`config.mk`:
```
export PLATFORM = sky130hd
export DESIGN_NAME = idx_cfg_bridge
export DESIGN_NICKNAME = d
export VERILOG_FILES = /design/src/rtl/idx_cfg_pkg.sv /design/src/rtl/ctl_word_reg.sv /design/src/rtl/commit_detect.sv /design/src/rtl/cfg_bank.sv /design/src/rtl/idx_cfg_bridge.sv
export SDC_FILE = /design/constraint.sdc
export NUM_CORES = 1
export LEC_CHECK = 0
export ABC_AREA = 1
export BUFFER_PORTS_ARGS = -buffer_cell sky130_fd_sc_hd__buf_2
export CORE_ASPECT_RATIO = 0.7
export CORE_MARGIN = 2
export CORE_UTILIZATION = 60
export CTS_CLUSTER_DIAMETER = 120
export CTS_CLUSTER_SIZE = 16
export DETAILED_ROUTE_END_ITERATION = 7
export PLACE_DENSITY_LB_ADDON = 0.3
export SYNTH_ARGS = -nofsm -noshare
export SYNTH_HDL_FRONTEND = slang
export SYNTH_HIERARCHICAL = 1
export SYNTH_SLANG_ARGS = --single-unit
```
`constraint.sdc`:
```
create_clock -name clk -period 6.7 [get_ports clk]
set_clock_uncertainty 0.15 [all_clocks]
set_input_delay 0.67 -clock clk [delete_from_list [all_inputs] [get_ports clk]]
set_output_delay 0.67 -clock clk [all_outputs]
set_load 0.02 [all_outputs]
```
`src/rtl/idx_cfg_pkg.sv`:
```
package idx_cfg_pkg;
  localparam int HOST_W   = 32;
  localparam int CFG_AW   = 5;
  localparam int CFG_DW   = 8;
  localparam int RUN_BIT  = 28;
  localparam int CMT_BIT  = 24;
  localparam int IDX_LSB  = 16;
  localparam int DAT_LSB  = 8;
  localparam int RBK_LSB  = 0;
  localparam int NUM_REGS = 1 << CFG_AW;
endpackage

```
`src/rtl/ctl_word_reg.sv`:
```
module ctl_word_reg
  import idx_cfg_pkg::*;
#(
  parameter int AW = CFG_AW,
  parameter int DW = CFG_DW
) (
  input  logic              clk,
  input  logic              rst,
  input  logic              hit_wr,
  input  logic [HOST_W-1:0] wdata,
  output logic              run_q,
  output logic              run_d,
  output logic              cmt_q,
  output logic              cmt_d,
  output logic [AW-1:0]     idx_q,
  output logic [AW-1:0]     idx_d,
  output logic [DW-1:0]     dat_q,
  output logic [DW-1:0]     dat_d
);
  // next-state view of each field, taken from the bus on a hit
  always_comb begin
    run_d = run_q;
    cmt_d = cmt_q;
    idx_d = idx_q;
    dat_d = dat_q;
    if (hit_wr) begin
      run_d = wdata[RUN_BIT];
      cmt_d = wdata[CMT_BIT];
      idx_d = wdata[IDX_LSB +: AW];
      dat_d = wdata[DAT_LSB +: DW];
    end
  end

  always_ff @(posedge clk) begin
    if (rst) begin
      run_q <= 1'b0;
      cmt_q <= 1'b0;
      idx_q <= '0;
      dat_q <= '0;
    end else begin
      run_q <= run_d;
      cmt_q <= cmt_d;
      idx_q <= idx_d;
      dat_q <= dat_d;
    end
  end
endmodule

```
`src/rtl/commit_detect.sv`:
```
module commit_detect (
  input  logic hit_wr,
  input  logic run_q,
  input  logic run_d,
  input  logic cmt_q,
  input  logic cmt_d,
  output logic commit
);
  // rising edge of the commit bit, only with the bank already released
  always_comb begin
    commit = hit_wr && cmt_d && !cmt_q && run_q && run_d;
  end
endmodule

```
`src/rtl/cfg_bank.sv`:
```
module cfg_bank #(
  parameter int AW = 5,
  parameter int DW = 8
) (
  input  logic          clk,
  input  logic          clr,
  input  logic          we,
  input  logic [AW-1:0] waddr,
  input  logic [DW-1:0] wdata,
  input  logic [AW-1:0] raddr,
  output logic [DW-1:0] rdata
);
  localparam int DEPTH = 1 << AW;

  logic [DW-1:0] mem [DEPTH];

  for (genvar g = 0; g < DEPTH; g++) begin : g_ent
    always_ff @(posedge clk) begin
      if (clr) begin
        mem[g] <= '0;
      end else if (we && (waddr == AW'(g))) begin
        mem[g] <= wdata;
      end
    end
  end

  assign rdata = mem[raddr];
endmodule

```
`src/rtl/idx_cfg_bridge.sv`:
```
module idx_cfg_bridge
  import idx_cfg_pkg::*;
#(
  parameter int BUS_AW = 4
) (
  input  logic              clk,
  input  logic              rst,
  input  logic              bus_wr,
  input  logic              bus_rd,
  input  logic [BUS_AW-1:0] bus_addr,
  input  logic [HOST_W-1:0] bus_wdata,
  output logic [HOST_W-1:0] bus_rdata
);
  logic              hit;
  logic              hit_wr;
  logic              run_q, run_d, cmt_q, cmt_d;
  logic [CFG_AW-1:0] idx_q, idx_d;
  logic [CFG_DW-1:0] dat_q, dat_d;
  logic              commit;
  logic              bank_clr;
  logic [CFG_DW-1:0] bank_rd;
  logic [HOST_W-1:0] word;

  assign hit    = (bus_addr == '0);
  assign hit_wr = bus_wr && hit;

  ctl_word_reg #(.AW(CFG_AW), .DW(CFG_DW)) u_ctl (
    .clk(clk), .rst(rst), .hit_wr(hit_wr), .wdata(bus_wdata),
    .run_q(run_q), .run_d(run_d), .cmt_q(cmt_q), .cmt_d(cmt_d),
    .idx_q(idx_q), .idx_d(idx_d), .dat_q(dat_q), .dat_d(dat_d)
  );

  commit_detect u_cmt (
    .hit_wr(hit_wr), .run_q(run_q), .run_d(run_d),
    .cmt_q(cmt_q), .cmt_d(cmt_d), .commit(commit)
  );

  // bank follows the release bit at the same edge the word takes it
  assign bank_clr = rst || !run_d;

  cfg_bank #(.AW(CFG_AW), .DW(CFG_DW)) u_bank (
    .clk(clk), .clr(bank_clr), .we(commit), .waddr(idx_d),
    .wdata(dat_d), .raddr(idx_q), .rdata(bank_rd)
  );

  always_comb begin
    word = '0;
    word[RUN_BIT]              = run_q;
    word[CMT_BIT]              = cmt_q;
    word[IDX_LSB +: CFG_AW]    = idx_q;
    word[DAT_LSB +: CFG_DW]    = dat_q;
    word[RBK_LSB +: CFG_DW]    = bank_rd;
  end

  always_ff @(posedge clk) begin
    if (rst) begin
      bus_rdata <= '0;
    end else if (bus_rd) begin
      bus_rdata <= hit ? word : '0;
    end
  end
endmodule

```
### After elaboration in Yosys (flattened, before gate mapping)

Memory sizes are Yosys's and may differ from the RTL's. A register that Yosys moved wholly into a read port is not among the register bits.
Index checks and enable logic that the tools add are counted.

* eq/ne operators: 31
* muxes and demuxes: 136
* reductions and logical operators: 42
* bitwise operators: 32

Operators with widths (number)
* 8-bit two-way mux: 33
* 1-bit two-way mux: 100
* 5-bit == test, second input constant: 16
* 5-bit by 4-bit == test with 1-bit output, second input constant: 8
* 1-bit logical AND: 37
* 1-bit OR: 32
* 29-bit two-way mux: 1
* 5-bit by 3-bit == test with 1-bit output, second input constant: 4
* 5-bit by 2-bit == test with 1-bit output, second input constant: 2
* 5-bit two-way mux: 2
* 5-bit by 1-bit == test with 1-bit output, second input constant: 1
* 5-bit zero test: 1
* 4-bit zero test: 1
* 1-bit zero test: 2
* 1-bit logical OR: 1

* output and inout bits: 32
* input port bits: 40
* logic and storage cells: 247
* RAM bits: 256
* flip-flop bits (word level): 47
* memories kept: 1

Memories
* u_bank.mem: depth 32, bits a word 8, read ports 1, clocked after memory_dff 1, wr ports 32, line cfg_bank.sv:15 `logic [DW-1:0] mem [DEPTH];`

### Logic depth before layout (Yosys ltp)

Gate-level depths: netlist of run 1.

* depth after elaboration: 12
* gate-level depth with buffers: 15
* mapped depth without buffers: 12

### Cells and area by module

Netlist of run 1, hierarchy kept.

Modules (own cells, without submodules)
* cfg_bank: cells each 1286, seq. area each 7687.4 µm², area an instance 12074.1 µm², times used 1
* idx_cfg_bridge: cells each 118, seq. area each 460.4 µm², area an instance 1018.5 µm², times used 1
* ctl_word_reg: cells each 125, seq. area each 300.3 µm², area an instance 840.8 µm², times used 1
* commit_detect: cells each 4, seq. area each 0.0 µm², area an instance 16.3 µm², times used 1

### Worst setup path before layout of run 1

OpenSTA, ideal clock, no wires.

* path type: in2reg
* from: in bus_addr[0]
* to: mem u_bank.mem[0][0], enable pin
* data required time: 6166 ps
* slack: 3449 ps
* arrival time: 2717 ps
* buffers on the path: 3
* cell stages on the path: 15
* setup time: 384 ps
* cell sequence: nor2_4 -> buf_6 -> and3_2 -> buf_6 -> inv_4 -> nand2_1 -> nand2_1 -> inv_1 -> nand3_1 -> nor2_1 -> inv_1 -> nor2_1 -> inv_1 -> clkbuf_1 -> o21ai_0

RTL lines
* start: declaration: line idx_cfg_bridge.sv:10 `input logic [BUS_AW-1:0] bus_addr,`
* end: declaration: line cfg_bank.sv:15

==> results of run 1 <==
cell usage in the layout, fill, tap and decap left out:
cell,n
nand3_1,244
dfxtp_2,1
o21ai_1,1
dfxtp_1,36
nand2_1,412
inv_8,1
o21ai_0,44
a21oi_2,1
clkbuf_16,23
edfxtp_1,256
inv_4,1
nand2_2,17
buf_4,19
inv_1,77
nor2_1,283
nor2_2,10
clkinv_2,2
nand2_4,3
buf_2,45
dfxtp_4,1
a21oi_1,22
nor2_4,2
clkbuf_4,1
inv_2,2
and3_2,1
clkbuf_1,16
conb_1,9
nand3_2,4
logic make-up (layout without fill, tap and decap cells):
logic type	Yosys count	count (layout)	share of synthesized area, %
buf+inv	194	187	7.53
compound gates	68	68	2.47
other cells	1	9	0.0269
simple gates	976	976	29.4
flops	294	294	60.6
routing by layer:
layer	global-route usage [%]	up-vias
met5	0	-
met4	5.56	0
met3	6.68	49
met2	41.0	549
met1	44.1	4954
li1	-	4979
per-stage QoR:
step | area [sq um] | power (mW) | utilization [%] | worst slack (ps)
after global routing | 14700 | 3.56 | 64.5 | 2190
after CTS | 14700 | 3.47 | 64.4 | 2340
after floorplan | 14000 | 2.19 | - | 3450
after global placement | 14000 | 2.23 | 61.6 | 2000
after detailed placement | 14000 | 2.24 | 61.6 | 1800
final | 14700 | 3.46 | 64.5 | 2410
final cells by class:
type | instances | share of cell area [%]
well taps | 312 | 2.66
repair buffers | 65 | 2.56
inverters | 82 | 2.13
multi-input cells | 1053 | 30.6
flip-flops and latches | 294 | 57.7
clock buffers | 39 | 4.34
clock inverters | 1 | 0.0768
power groups by stage:
stage	clock network, mW	registers [mW]	logic [mW]
final	1.25	2.02	0.177
after global routing	1.34	2.03	0.194
after CTS	1.27	2.02	0.174
after detailed placement	0	2.07	0.174
after global placement	0	2.06	0.170
after floorplan	0	2.07	0.123
how the worst max path moves through the flow:
stage	from	to	slack, ps
5_1_grt	bus_addr[1]	u_bank/mem[10][6]$_SDFFCE_PN0P_	2190
6_report	bus_addr[1]	u_bank/mem[10][7]$_SDFFCE_PN0P_	2410
2_1_floorplan	bus_addr[0]	u_bank/mem[0][0]$_SDFFCE_PN0P_	3450
3_3_place_gp	bus_addr[1]	u_bank/mem[5][3]$_SDFFCE_PN0P_	2000
4_1_cts	bus_addr[1]	u_bank/mem[5][4]$_SDFFCE_PN0P_	2340
3_5_place_dp	bus_addr[1]	u_bank/mem[5][5]$_SDFFCE_PN0P_	1800
sequential cells by signal, indices dropped and copies added, names as in the netlist:
name / flops
u_bank/mem: 256
bus_rdata: 23
u_ctl/cmt_q: 1
u_ctl/run_q: 1
u_ctl/dat_q: 8
u_ctl/idx_q: 5
worst max-delay path, stage by stage:
cell	delay, ps
buf_2	110
nor2_4	480
and3_2	550
inv_4	200
nand2_1	100
nand2_1	60
inv_1	80
nand3_1	90
nor2_1	150
inv_1	50
nor2_1	90
buf_4	300
inv_1	280
o21ai_0	1030
==> results by group, run 1 <==
Power
  • Reg power frac: about three fifths
  • Power Dens Cells: 236 nW/um^2
  • Leak: approximately 5.8 nW
  • Switching power: approximately 0.76 mW
  • Peak supply drop: 0.181 mV
  • Switching Share: a little over a fifth
  • Clk pwr share: 36.3%
  • Logic pwr share: under 10%
  • Internal power: ~2.7 mW

Layout
  • Multi-input gate area: 4480 sq um
  • # diodes: 0
  • Fill cell count: about 1900
  • Register area: approximately 8500 sq um
  • Share of cells above drive strength 1: about 8.7%
  • Final Net Count: ~1600
  • Area delta synth->final: 5.09%
  • Post-route non-filler standard cell count: around 1800

Job
  • Max-cap violations: 0

CTS
  • CTS root buf: clkbuf_16
  • CTS HTree Levels: 1
  • Setup Buffers After CTS: 0
  • Worst-path clk slew: 70 ps
  • Worst skew pair latency: between 500 and 600 ps
  • Post_cts resized: 0
  • TritonCTS clock tree: built
  • TritonCTS Buffers: 22
  • Clock Sinks: 294
  • Count of hold-fix buffers inserted at cts: 0
  • CTS max path bufs: 3

STA
  • Period utilization: approximately 64%
  • Setup TNS: 0 ps
  • RSZ-0062 raised after global routing: false
  • Peak Freq: about 0.23 GHz
  • Final hold slack: slightly above 300 ps
  • Slew @ Worst Pin: roughly 1400 ps
  • Final-report hold violation count: 0
  • Crit path time final: approximately 4300 ps
  • Final setup viols: 0
  • Max-slew headroom: 7.46%
  • Count of pins over their slew limit: 0

Floorplanning
  • Die width: approximately 190 um
  • Io pins: just over 70
  • Full die area: 24500 sq um
  • Row Count: between 40 and 50
  • Core footprint: roughly 23000 sq um
  • Die height: ~130 um
  • Initial Utilization: 61.4%

Logic synthesis
  • Mapped Area: 13900 sq um
  • Area share of the largest cell type after synthesis: between 50% and 60%
  • Dominant cell type by area after synthesis: edfxtp_1
  • Share of flip-flops with an asynchronous set or reset: 0%
  • Top cells by count, synth: 412 x nand2_1, 283 x nor2_1, 256 x edfxtp_1
  • Synth top area cells: edfxtp_1 55%, nand2_1 11%, nand3_1 8.8%
  • Warning count from the yosys run: 6
  • Main synth FF type: edfxtp_1
  • Cells after synthesis: approximately 1500
  • Number of synthesized flops with an enable pin: between 200 and 300
  • Post-synthesis sequential area ratio: between 60% and 70%
  • Netlist cell types: 25
  • Post-synthesis register bit count: around 290
  • Most frequent cell after synthesis: nand2_1
  • Synth Area per Inst: approximately 9.1 sq um

Global routing
  • Vias in the first global route: 9465
  • All-Layer GR Usage: 28.4%
  • Initial antenna violation count: 0
  • First-pass GRT wire length: around 53000 um
  • Pin count of the biggest net entering global routing: 91
  • Grt ovf: 0

Place
  • Hpwl dp: between 20000 and 25000 um
  • Final RePlAce weighted congestion: 0.922
  • Cell count after placement: 1805
  • Port-buffer cells: 45

Detailed routing
  • Detailed Route Iter0 Violations: approximately 1500
  • DRT Pass-1 Iters: 8
  • Met3 routed WL: 4410 um
  • Wl on met1: between 10000 and 15000 um
  • Top routing layer used: met4
  • Post-route DRC: 0
  • Vias/cell: 5.70
  • Metal2 WL: roughly 15000 um
  • Post-DRT Antenna Nets: 0
  • Via Count: 10500
  • DR WL/cell: 18.6 um
  • Drt total wl: 34300 um

Status
  • Run status: finished, final reports clean

Worst setup path
  • Worst R2R End: bus_rdata[5]$_SDFFE_PP0P_
  • Crit end category: flop
  • Critical Path Start Type: input pin
  • Kind of critical path: input pin to flop
  • Reg2reg setup slack: 3380 ps
  • Worst EP arrival: roughly 4300 ps
  • Critical path required time: ~6700 ps
  • Crit Path Max Fanout: 24
  • FF-to-FF path depth: 12
  • R2r startpoint: u_ctl/idx_q[1]$_SDFF_PP0_

Worst hold path
  • Hold depth: 5
  • HP Start: bus_wdata[13]
  • Hold WC Path Type: input pin to flop
  • WHS Endpoint: u_ctl/dat_q[5]$_SDFF_PP0_
No activity file was read; power rests on OpenSTA's default activity.
==> inputs of run 2 (changes only) <==
Settings changed: ABC_AREA 1 to 0.
Clock period 6.7 ns to 4.34 ns, I/O delays scaled along.
==> run 2 against run 1 <==
  * Wire length is 9.5% lower
  * Critical path depth shrank 5
  * Critical path type unchanged
  * Total power is 48% higher
  * Clock power is 54% higher
  * Synthesized cell count shrank 43%
  * Critical endpoint is now u_bank/mem[22][6]$_SDFFCE_PN0P_
==> results by group, run 2 <==
Logic synthesis
  • Warning count from the yosys run: 6
  • Dominant cell type by area after synthesis: edfxtp_1
  • Synth top area cells: edfxtp_1 57%, mux4_2 13%, and2_1 12%
  • Top cells by count, synth: 258 x and2_1, 256 x edfxtp_1, 80 x mux4_2
  • Main synth FF type: edfxtp_1
  • Number of synthesized flops with an enable pin: 256
  • Most frequent cell after synthesis: and2_1
  • Share of flip-flops with an asynchronous set or reset: 0%
  • Post-synthesis sequential area ratio: between 60% and 70%
  • Post-synthesis register bit count: 294
  • Mapped Area: 13600 sq um
  • Area share of the largest cell type after synthesis: 56.5%
  • Cells after synthesis: between 800 and 900
  • Netlist cell types: 32
  • Synth Area per Inst: roughly 16 sq um

Global routing
  • Pin count of the biggest net entering global routing: 43
  • All-Layer GR Usage: between 20% and 30%
  • Grt ovf: 0
  • Initial antenna violation count: 1
  • Vias in the first global route: 7484
  • First-pass GRT wire length: 45700 um

CTS
  • Clock Sinks: roughly 290
  • TritonCTS clock tree: built
  • Worst skew pair latency: ~500 ps
  • CTS max path bufs: 3
  • Post_cts resized: 0
  • Count of hold-fix buffers inserted at cts: 0
  • TritonCTS Buffers: 22
  • Worst-path clk slew: roughly 70 ps
  • CTS root buf: clkbuf_16
  • CTS HTree Levels: 1
  • Setup Buffers After CTS: 0

Detailed routing
  • Detailed Route Iter0 Violations: about 960
  • Post-DRT Antenna Nets: 0
  • Via Count: around 7600
  • Top routing layer used: met4
  • Post-route DRC: 0
  • Vias/cell: 6.37
  • Metal2 WL: around 14000 um
  • Met3 routed WL: approximately 3500 um
  • DRT Pass-1 Iters: 5
  • Drt total wl: 31000 um
  • Wl on met1: ~13000 um
  • DR WL/cell: 26.0 um

Worst setup path
  • Crit Path Max Fanout: 16
  • Critical path required time: ~4600 ps
  • Critical Path Start Type: input pin
  • Kind of critical path: input pin to flop
  • Worst EP arrival: ~3600 ps
  • Crit end category: flop

Status
  • Run status: finished, final reports clean

Power
  • Power Total: roughly 5.1 mW
  • Switching Share: 19.8%
  • Switching power: slightly above 1 mW
  • Logic pwr share: 2.4%
  • Clk pwr share: 37.5%
  • Peak supply drop: approximately 0.26 mV
  • Internal power: 4.10 mW
  • Leak: about 5.7 nW
  • Power Dens Cells: roughly 350 nW/um^2
  • Reg power frac: 60.1%

STA
  • Crit path time final: roughly 3400 ps
  • Final setup viols: 0
  • Period utilization: between 70% and 80%
  • Final-report hold violation count: 0
  • Slew @ Worst Pin: roughly 1000 ps
  • Peak Freq: approximately 0.29 GHz
  • Max-slew headroom: 34.9%
  • Final hold slack: approximately 140 ps
  • PnR worst setup slack: between 900 and 1000 ps
  • Count of pins over their slew limit: 0
  • Setup TNS: 0 ps
  • RSZ-0062 raised after global routing: false

Worst hold path
  • Hold WC Path Type: input pin to flop

Layout
  • Biggest regs: u_bank/mem: 256 flops, bus_rdata: 23 flops, u_ctl/dat_q: 8 flops
  • Final Net Count: 928
  • Commonest cells after routing, fill and taps aside: 258 x and2_1, 256 x edfxtp_1, 80 x mux4_2
  • Commonest non-fill, non-tap cell in the layout: and2_1
  • Area delta synth->final: 7.49%
  • Share of cells above drive strength 1: between 20% and 30%
  • Max reg flops: approximately 260
  • Largest Register: u_bank/mem
  • # diodes: 0
  • Fill cell count: approximately 1600

Place
  • Hpwl dp: approximately 20000 um
  • Port-buffer cells: 45
  • Pre-CTS setup slack: 443 ps
  • Final RePlAce weighted congestion: approximately 0.84

Floorplanning
  • Die width: between 150 and 200 um
  • Io pins: just over 70
  • Initial Utilization: around three fifths
  • Core footprint: 22400 sq um
  • Die height: 130 um
  • Row Count: 46
  • Full die area: 23900 sq um

Job
  • Max-cap violations: 0
[run 2: layout make-up]
cell class	instances	area (sq um)	share of cell area [%]
clock buffer	39	636	4.35
clock inverter	1	11.3	0.0771
multi-input combinational	504	4760	32.6
sequential	294	8450	57.8
tap	288	360	2.47
timing repair buffer	66	395	2.71
[run 2: worst paths after layout]
kind / startpoint / slack, ps / end / depth (start not counted)
hold / removal: bus_wdata[24] / 140 / u_ctl/cmt_q$_SDFF_PP0_ / 3
hold reg to reg: bus_rdata[0]$_SDFFE_PP0P_ / 320 / bus_rdata[0]$_SDFFE_PP0P_ / 1
setup / recovery: bus_addr[1] / 930 / u_bank/mem[22][6]$_SDFFCE_PN0P_ / 9
setup reg to reg: u_ctl/idx_q[1]$_SDFF_PP0_ / 1100 / u_bank/mem[30][7]$_SDFFCE_PN0P_ / 4
[run 2: critical path, cell delays in order]
cell	delay [ps]
buf_2	110
nor4_4	290
and2_1	410
buf_4	290
nand4_1	110
nor2_1	310
nand3b_1	540
nor3_1	890
and2_1	240
[run 2: stage by stage]
stage	std cells	area [sq um]	util [%]
2_1_floorplan	876	13600	-
3_3_place_gp	1152	14000	62.2
3_5_place_dp	1152	14000	62.2
4_1_cts	1192	14600	65.1
5_1_grt	1192	14600	65.1
6_report	1192	14600	65.1
[run 2: logic make-up (layout without fill, tap and decap cells)]
logic type	after synthesis	in the layout	synth area share, %
AO/OA/AOI/OAI	55	55	3.64
buffers and inverters	78	106	3.08
flip-flops	294	294	62.1
multiplexers	103	103	15.4
other	1	9	0.0276
AND/OR/NAND/NOR	337	337	15.7
[run 2: power by group through the flow]
stage                     clock network [mW]  logic [mW]  registers (mW)
after floorplan                            0      0.0908            3.13
after global placement                     0       0.119            3.13
after detailed placement                   0       0.122            3.14
after CTS                               1.94       0.122            3.07
after global routing                    2.05       0.132            3.07
final                                   1.92       0.125            3.07
[run 2: per-layer routing]
layer / track usage [%] / up-vias
li1: - / 3271
met1: 38.9 / 3919
met2: 39.5 / 361
met3: 9.07 / 37
met4: 5.41 / 0
met5: 0 / -
